### src/rtl/icis_pkg.sv
package icis_pkg;

    typedef enum logic [1:0] {
        OP_RAISE = 2'b00,
        OP_PEEK  = 2'b01,
        OP_WHO   = 2'b10,
        OP_ACK   = 2'b11
    } icis_op_e;

    typedef struct packed {
        logic raise;
        logic peek;
        logic who;
        logic ack;
    } icis_dec_t;

    function automatic icis_dec_t icis_decode(input logic valid, input logic [1:0] op);
        icis_dec_t d;
        d.raise = valid && (op == OP_RAISE);
        d.peek  = valid && (op == OP_PEEK);
        d.who   = valid && (op == OP_WHO);
        d.ack   = valid && (op == OP_ACK);
        return d;
    endfunction

endpackage

### src/rtl/icis_cmd_decode.sv
module icis_cmd_decode
    import icis_pkg::*;
#(
    parameter int NCORE = 4,
    parameter int IW    = 2,
    parameter int CORE  = 0
) (
    input  logic             valid,
    input  logic [1:0]       op,
    input  logic [IW-1:0]    arg,
    output logic [NCORE-1:0] raise_tgt,
    output logic [NCORE-1:0] ack_src,
    output logic             peek,
    output logic             who
);
    icis_dec_t dec;

    assign dec  = icis_decode(valid, op);
    assign peek = dec.peek;
    assign who  = dec.who;

    // Self-directed raise and ack are dropped here: the diagonal never sets.
    always_comb begin
        for (int t = 0; t < NCORE; t++) begin
            raise_tgt[t] = dec.raise && (arg == IW'(t)) && (t != CORE);
            ack_src[t]   = dec.ack   && (arg == IW'(t)) && (t != CORE);
        end
    end
endmodule

### src/rtl/icis_pend_matrix.sv
module icis_pend_matrix #(
    parameter int NCORE = 4
) (
    input  logic                     clk,
    input  logic                     rst,
    input  logic [NCORE*NCORE-1:0]   set_sr,   // [s*NCORE + r]: sender s raises r
    input  logic [NCORE*NCORE-1:0]   ack_rs,   // [r*NCORE + s]: receiver r acks s
    output logic [NCORE*NCORE-1:0]   pend_sr,  // [s*NCORE + r]
    output logic [NCORE-1:0]         irq
);
    logic [NCORE*NCORE-1:0] pend_nx;

    generate
        for (genvar s = 0; s < NCORE; s++) begin : g_snd
            for (genvar r = 0; r < NCORE; r++) begin : g_rcv
                if (s == r) begin : g_diag
                    assign pend_nx[s*NCORE + r] = 1'b0;
                end else begin : g_cell
                    // raise has priority over a same-cycle ack of this pair
                    assign pend_nx[s*NCORE + r] = set_sr[s*NCORE + r] |
                        (pend_sr[s*NCORE + r] & ~ack_rs[r*NCORE + s]);
                end
            end
        end
    endgenerate

    always_ff @(posedge clk) begin
        if (rst) pend_sr <= '0;
        else     pend_sr <= pend_nx;
    end

    always_comb begin
        for (int r = 0; r < NCORE; r++) begin
            irq[r] = 1'b0;
            for (int s = 0; s < NCORE; s++) irq[r] = irq[r] | pend_sr[s*NCORE + r];
        end
    end
endmodule

### src/rtl/icis_readback.sv
module icis_readback #(
    parameter int NCORE = 4,
    parameter int IW    = 2,
    parameter int CORE  = 0
) (
    input  logic                   clk,
    input  logic                   rst,
    input  logic [NCORE*NCORE-1:0] pend_sr,
    input  logic [NCORE-1:0]       irq,
    input  logic                   peek,
    input  logic                   who,
    input  logic [IW-1:0]          arg,
    output logic [NCORE-1:0]       rb
);
    logic [NCORE-1:0] senders;
    logic             tgt_busy;

    always_comb begin
        for (int s = 0; s < NCORE; s++) senders[s] = pend_sr[s*NCORE + CORE];
        tgt_busy = 1'b0;
        for (int t = 0; t < NCORE; t++)
            if (arg == IW'(t)) tgt_busy = irq[t];
    end

    always_ff @(posedge clk) begin
        if (rst)       rb <= '0;
        else if (peek) rb <= NCORE'(tgt_busy);
        else if (who)  rb <= senders;
    end
endmodule

### src/rtl/icis_top.sv
module icis_top
    import icis_pkg::*;
#(
    parameter int NCORE = 4,
    localparam int IW   = (NCORE > 1) ? $clog2(NCORE) : 1
) (
    input  logic                   clk,
    input  logic                   rst,
    input  logic [NCORE-1:0]       cmd_valid_i,
    input  logic [2*NCORE-1:0]     cmd_op_i,
    input  logic [IW*NCORE-1:0]    cmd_arg_i,
    output logic [NCORE*NCORE-1:0] rdback_o,
    output logic [NCORE-1:0]       irq_o
);
    logic [NCORE*NCORE-1:0] set_sr;
    logic [NCORE*NCORE-1:0] ack_rs;
    logic [NCORE*NCORE-1:0] pend_sr;
    logic [NCORE-1:0]       peek;
    logic [NCORE-1:0]       who;

    generate
        for (genvar c = 0; c < NCORE; c++) begin : g_core
            icis_cmd_decode #(.NCORE(NCORE), .IW(IW), .CORE(c)) u_dec (
                .valid     (cmd_valid_i[c]),
                .op        (cmd_op_i[2*c +: 2]),
                .arg       (cmd_arg_i[IW*c +: IW]),
                .raise_tgt (set_sr[NCORE*c +: NCORE]),
                .ack_src   (ack_rs[NCORE*c +: NCORE]),
                .peek      (peek[c]),
                .who       (who[c])
            );

            icis_readback #(.NCORE(NCORE), .IW(IW), .CORE(c)) u_rb (
                .clk     (clk),
                .rst     (rst),
                .pend_sr (pend_sr),
                .irq     (irq_o),
                .peek    (peek[c]),
                .who     (who[c]),
                .arg     (cmd_arg_i[IW*c +: IW]),
                .rb      (rdback_o[NCORE*c +: NCORE])
            );
        end
    endgenerate

    icis_pend_matrix #(.NCORE(NCORE)) u_mat (
        .clk     (clk),
        .rst     (rst),
        .set_sr  (set_sr),
        .ack_rs  (ack_rs),
        .pend_sr (pend_sr),
        .irq     (irq_o)
    );
endmodule

### config.mk
export PLATFORM = sky130hd
export DESIGN_NAME = icis_top
export DESIGN_NICKNAME = d
export VERILOG_FILES = /design/src/rtl/icis_pkg.sv /design/src/rtl/icis_cmd_decode.sv /design/src/rtl/icis_pend_matrix.sv /design/src/rtl/icis_readback.sv /design/src/rtl/icis_top.sv
export SDC_FILE = /design/constraint.sdc
export NUM_CORES = 1
export LEC_CHECK = 0
export CAP_MARGIN = 20
export CELL_PAD_IN_SITES_DETAIL_PLACEMENT = 1
export CELL_PAD_IN_SITES_GLOBAL_PLACEMENT = 2
export CORE_MARGIN = 3
export CORE_UTILIZATION = 27
export CTS_CLUSTER_DIAMETER = 40
export DETAILED_ROUTE_END_ITERATION = 8
export GPL_TIMING_DRIVEN = 0
export PLACE_DENSITY_LB_ADDON = 0.1
export SLEW_MARGIN = 20
export SYNTH_ARGS = -nofsm -noshare
export SYNTH_HDL_FRONTEND = slang
export SYNTH_SLANG_ARGS = --single-unit
### constraint.sdc
create_clock -name clk -period 1.5 [get_ports clk]
set_clock_uncertainty 0.1 [all_clocks]
set_input_delay 0.225 -clock clk [delete_from_list [all_inputs] [get_ports clk]]
set_output_delay 0.225 -clock clk [all_outputs]
set_load 0.05 [all_outputs]
; ---- After elaboration in Yosys (flattened, before gate mapping)
; Cells that the tools add are included.
; W data, S select, Z words.
[word_totals]
output_inout_bits = 20
reg_bits = 28
word_cells = 161
input_bits = 22
[op_classes]
reduce_logical = 56
n_mux = 24
bitwise = 48
n_eq_ne = 24
[op_table]
columns = cell, n
row1 = $logic_and A1 B1 Y1, 40
row2 = $eq A2 B2 Y1 const B, 16
row3 = $mux W1, 24
row4 = $or A1 B1 Y1, 20
row5 = $eq A2 B1 Y1 const B, 8
row6 = $logic_not A2 Y1, 8
row7 = $and A1 B1 Y1, 12
row8 = $not A1 Y1, 12
row9 = $reduce_bool A2 Y1, 4
row10 = $reduce_or A2 Y1, 4
row11 = $or A1 B1 Y1 const B, 3
row12 = $or A1 B1 Y1 const A, 1

; ---- Depth between registers and ports, before layout
; Gate-level depths: netlist (run 1).
[depth]
depth_word = 8
ltp_mapped = 4
ltp_nobuf = 3

; ---- Cells and area by module
; Synthesis (run 1) repeated with hierarchy kept, for this count alone.
[hier_totals]
hier_cells = 178
hier_area_um2 = 1540.2
[modules_own_cells]
columns = module, area_each_um2, instances, cells_each
row1 = icis_readback, 172.7, 4, 14
row2 = icis_pend_matrix, 484.2, 1, 58
row3 = icis_cmd_decode at g_core[1].u_dec ..., 92.6, 2, 16
row4 = icis_cmd_decode at g_core[3].u_dec, 95.1, 1, 16
row5 = icis_cmd_decode at g_core[0].u_dec, 85.1, 1, 16

; ---- Worst setup path before layout (run 1)
; Ideal clock, no wire load.
[synth_path]
kind = flip-flop to flip-flop
from = register u_mat.pend_sr[12]
to = register g_core[1].u_rb.rb[0]
arrival_time_ns = 1.198
path_stages_with_launch = 4
required_ns = 1.297
setup_time_ns = 0.103
slack_ns = 0.099
path_cell_list = dfxtp_1 -> nor3_2 -> mux4_2 -> a2111oi_2
[synth_between]
elab_chain_cells = 6
[synth_lines]
columns = element, line
row1 = start: declaration, icis_pend_matrix.sv:8  ; output logic [NCORE*NCORE-1:0] pend_sr,
row2 = start signal: assignment, icis_pend_matrix.sv:29  ; else pend_sr <= pend_nx;
row3 = $or A1 B1 Y1, icis_pend_matrix.sv:35  ; for (int s = 0; s < NCORE; s++) irq[r] = irq[r] | pend_sr[s*NCORE + r];
row4 = $mux W1 (4 in a row), icis_readback.sv:22  ; if (arg == IW'(t)) tgt_busy = irq[t];
row5 = $mux W1, icis_readback.sv:27  ; else if (peek) rb <= NCORE'(tgt_busy);
row6 = end signal: assignment, icis_readback.sv:27
row7 = end signal: assignment, icis_readback.sv:28  ; else if (who) rb <= senders;
row8 = end: declaration, icis_readback.sv:13  ; output logic [NCORE-1:0] rb
; Every way passes these cells.
; A chain may end at the register's enable or synchronous reset.

; ---- Worst setup path in the final report (run 1)
[layout_path]
from = register u_mat.pend_sr[9]
to = register g_core[2].u_rb.rb[0]
[layout_between]
elab_chain_cells = 6
[layout_lines]
columns = element, line
row1 = $or A1 B1 Y1 (2 in a row), icis_pend_matrix.sv:35
row2 = $mux W1 (3 in a row), icis_readback.sv:22
row3 = $mux W1, icis_readback.sv:27
row4 = end signal: assignment, icis_readback.sv:27
row5 = end signal: assignment, icis_readback.sv:28
row6 = end: declaration, icis_readback.sv:13
; Every way passes these cells.

==> flow_metrics.py, run 1 <==
metrics = {
    "cells_and_area": {
        "mostFrequentLayoutCell": "a21oi_1",
        "final_layout_size_suffix_gt1_frac": 0.276,
        "num_antenna_cells": 0,
        "num-fill-cells": 634,
        "syn2layout_area_growth_pct": 40.1,
        "fin_cells": 298,
        "mostFrequentLayoutCells": "24 x a21oi_1, 20 x nand2b_1, 17 x nand3_1",
        "layout.nets": 251,
        "fin_util": 0.397,
    },
    "pwr": {
        "seq_power_share": 0.469,
        "combPwrFrac": 0.242,
        "clockPowerShare": 0.289,
        "total_leakage_power_nw": 0.751,
        "power.density_nw_per_um2": 710,
        "power_switching_uw": 463,
        "power.share.switching": 0.315,
        "irDropWorstVdd_mv": 0.286,
        "internal-power_mw": 1.00,
    },
    "synthesis": {
        "synth_area_um2": 1480,
        "synth_top_area_cell": "dfxtp_1",
        "yosys.area_share.adder": 0,
        "ys_seq_area_frac": 0.339,
        "synth-seq-cells": 25,
        "synthXorXnorAreaFrac": 0.00594,
        "synth.area.mux_share": 0.0458,
        "synth_compound_area_frac": 0.249,
        "yosysTopAreaCellShare": 0.339,
        "netlist_top_cells_area": "dfxtp_1 34%, nand2b_1 8.5%, a21oi_1 8.1%",
        "synth.avg_cell_area_um2": 8.11,
        "yosys_warnings": 0,
        "synth_top_family_by_area": "simple AND/OR/NAND/NOR gates",
        "syn_inst": 182,
        "synth_cell_types": 29,
        "synth_simple_gate_area_frac": 0.303,
    },
    "critical_path": {
        "crit_fanout": 4,
        "critical_path_class": "flop to flop",
        "crit_required_ps": 1590,
        "end_kind": "flop",
        "crit_arrival_ps": 1610,
        "timing.rr.end": "g_core[2].u_rb.rb[0]",
        "r2r_start": "u_mat.pend_sr[9]",
        "crit_path_start_kind": "flop",
        "reg2reg_depth": 4,
        "r2r_slack_ps": -20,
    },
    "global_route": {
        "antenna_found_initial": 0,
        "grt-ovfl-total": 0,
        "grt_max_degree": 15,
        "grtUsageTotal": 0.146,
        "grt_pass1_wl_um": 7380,
        "grt_pass1_vias": 1503,
    },
    "routing": {
        "ant_nets": 0,
        "drtIter0Drc": 72,
        "routedWlPerCell_um": 15.2,
        "drc": 0,
        "vias": 1491,
        "vias_per_cell": 5.00,
        "dr.pass1.iters": 6,
        "drt-total-wl_um": 4530,
    },
    "clock_tree": {
        "cts_sinks": 25,
        "cts_tree": "built",
        "root_buffer": "clkbuf_8",
        "htree_levels": 1,
        "clk_latency_ps": 280,
        "clockBufferDepth": 2,
        "hold_buffers": 0,
        "clk_pin_slew_ps": 100,
        "numCtsBuffers": 3,
    },
    "sta": {
        "slew_viol_final": 0,
        "period_needed_ps": 1520,
        "worst_pin_slew_ps": 655,
        "period_share": 1.02,
        "setup_viol": 3,
        "setup_slack_ps": -24.6,
        "hold_violations": 0,
        "fmax_mhz": 656,
        "max-slew-margin-rel": 0.563,
        "grt_setup_unrepaired": "true",
    },
    "placement": {
        "hpwl_um": 3260,
        "place.gp.congestion": 0.839,
        "port-buffer-count": 32,
        "place_inst": 286,
        "dp_slack_ps": -600,
    },
    "die": {
        "boundaryPins": 42,
        "die_h_um": 79.9,
        "start_util": 0.283,
        "coreArea_um2": 5200,
        "row_count": 26,
        "die_area_um2": 6390,
        "die_w_um": 79.9,
    },
    "min_path": {
        "worstHoldStart": "cmd_arg_i[0]",
        "hold_path.class": "primary input to flop",
        "whs_endpoint": "u_mat.pend_sr[1]",
        "worstHoldPathCells": 3,
    },
    "run": {
        "cap_violations": 0,
    },
    "run_status": {
        "violations": "negative setup slack",
        "status": "finished, violations left",
    },
}
-- flip-flops by register name, indices dropped and copies added (netlist names) --
signal          cells
u_mat.pend_sr      12
g_core.u_rb.rb     13
-- stage by stage --
| step | TNS, ps | total power [mW] | cell area, µm² | hold WS, ps |
|---|---|---|---|---|
| 3_5_place_dp | -5560 | 1.03 | 1890 | 368 |
| 2_1_floorplan | 0 | 0.903 | 1480 | 273 |
| 3_3_place_gp | -5170 | 1.03 | 1890 | 358 |
| 5_1_grt | -433 | 1.55 | 2070 | 316 |
| 4_1_cts | -213 | 1.47 | 2020 | 272 |
| 6_report | -54.1 | 1.47 | 2070 | 282 |
-- Yosys cell counts --
library cell,number
buf_2,1
nand4bb_1,1
nand2b_1,20
conb_1,1
a21bo_2,4
nor3_2,1
xor2_1,1
nor3_1,3
nor2b_1,3
a311o_1,1
a21oi_1,24
nand3_1,17
and3b_1,3
buf_4,3
or2_2,3
a2111oi_0,2
o31ai_1,3
clkbuf_1,8
o21ai_0,9
nor2_1,3
a21o_1,9
nand2_1,16
nor3b_1,4
a2111oi_2,3
inv_1,6
nor4_1,2
mux4_2,3
dfxtp_1,25
nand3b_1,3
-- critical path, cell delays in order (launching register included) --
cell and delay [ps]:
dfxtp_2 370, nor3_4 60, buf_6 120, mux4_2 500
a2111oi_4 290
-- power by group through the flow --
stage	logic, mW	registers (mW)	clock network [mW]
detailed placement	0.328	0.705	0
finish	0.355	0.688	0.425
global placement	0.324	0.704	0
CTS	0.332	0.692	0.444
global route	0.386	0.690	0.479
floorplan	0.175	0.728	0
-- worst max path at each step --
stage	slack (ps)	start	depth (start not counted)	endpoint
2_1_floorplan	100	u_mat.pend_sr[12]	3	g_core[1].u_rb.rb[0]
3_3_place_gp	-610	u_mat.pend_sr[13]	3	irq_o[1]
3_5_place_dp	-600	u_mat.pend_sr[13]	3	irq_o[1]
4_1_cts	-200	u_mat.pend_sr[1]	3	irq_o[1]
5_1_grt	-100	u_mat.pend_sr[9]	4	g_core[2].u_rb.rb[0]
6_report	-20	u_mat.pend_sr[9]	4	g_core[2].u_rb.rb[0]
-- what timing repair did --
action,CTS,global route
pin swaps,5,6
hold endpoints to repair,0,0
setup endpoints to repair,21,27
resized for setup,69,29
buffers inserted,5,4
-- layer usage --
layer / track usage / vias up / part of all wire
met4: 0.0507 / 0 / 0.013
met2: 0.238 / 43 / 0.48
met3: 0.0203 / 6 / 0.050
met1: 0.196 / 705 / 0.46
li1: - / 737 / -
met5: 0 / - / 0
-- cell type report --
cell class,count,area (µm²),area share
plain buffers,12,57.6,0.0278
clock buffers,3,41.3,0.0200
clock inverters,1,5.00,0.00242
inverters,6,22.5,0.0109
multi-input cells,141,996,0.482
flip-flops and latches,25,526,0.254
well taps,70,87.6,0.0424
repair buffers,40,332,0.160
-- logic make-up (layout without fill, tap and decap cells) --
logic type,after synthesis,after routing
multiplexers,3,3
AO/OA/AOI/OAI,55,55
other,1,3
XOR/XNOR,1,1
flip-flops,25,25
AND/OR/NAND/NOR,79,79
buffers and inverters,18,62
(Power assumes the default switching activity.)
==> inputs of run 2 (changes only) <==
- CTS_CLUSTER_SIZE: unset -> 30
==> results of run 2 <==
Same layout as run 1: the final DEF is identical, and so are final timing and power.
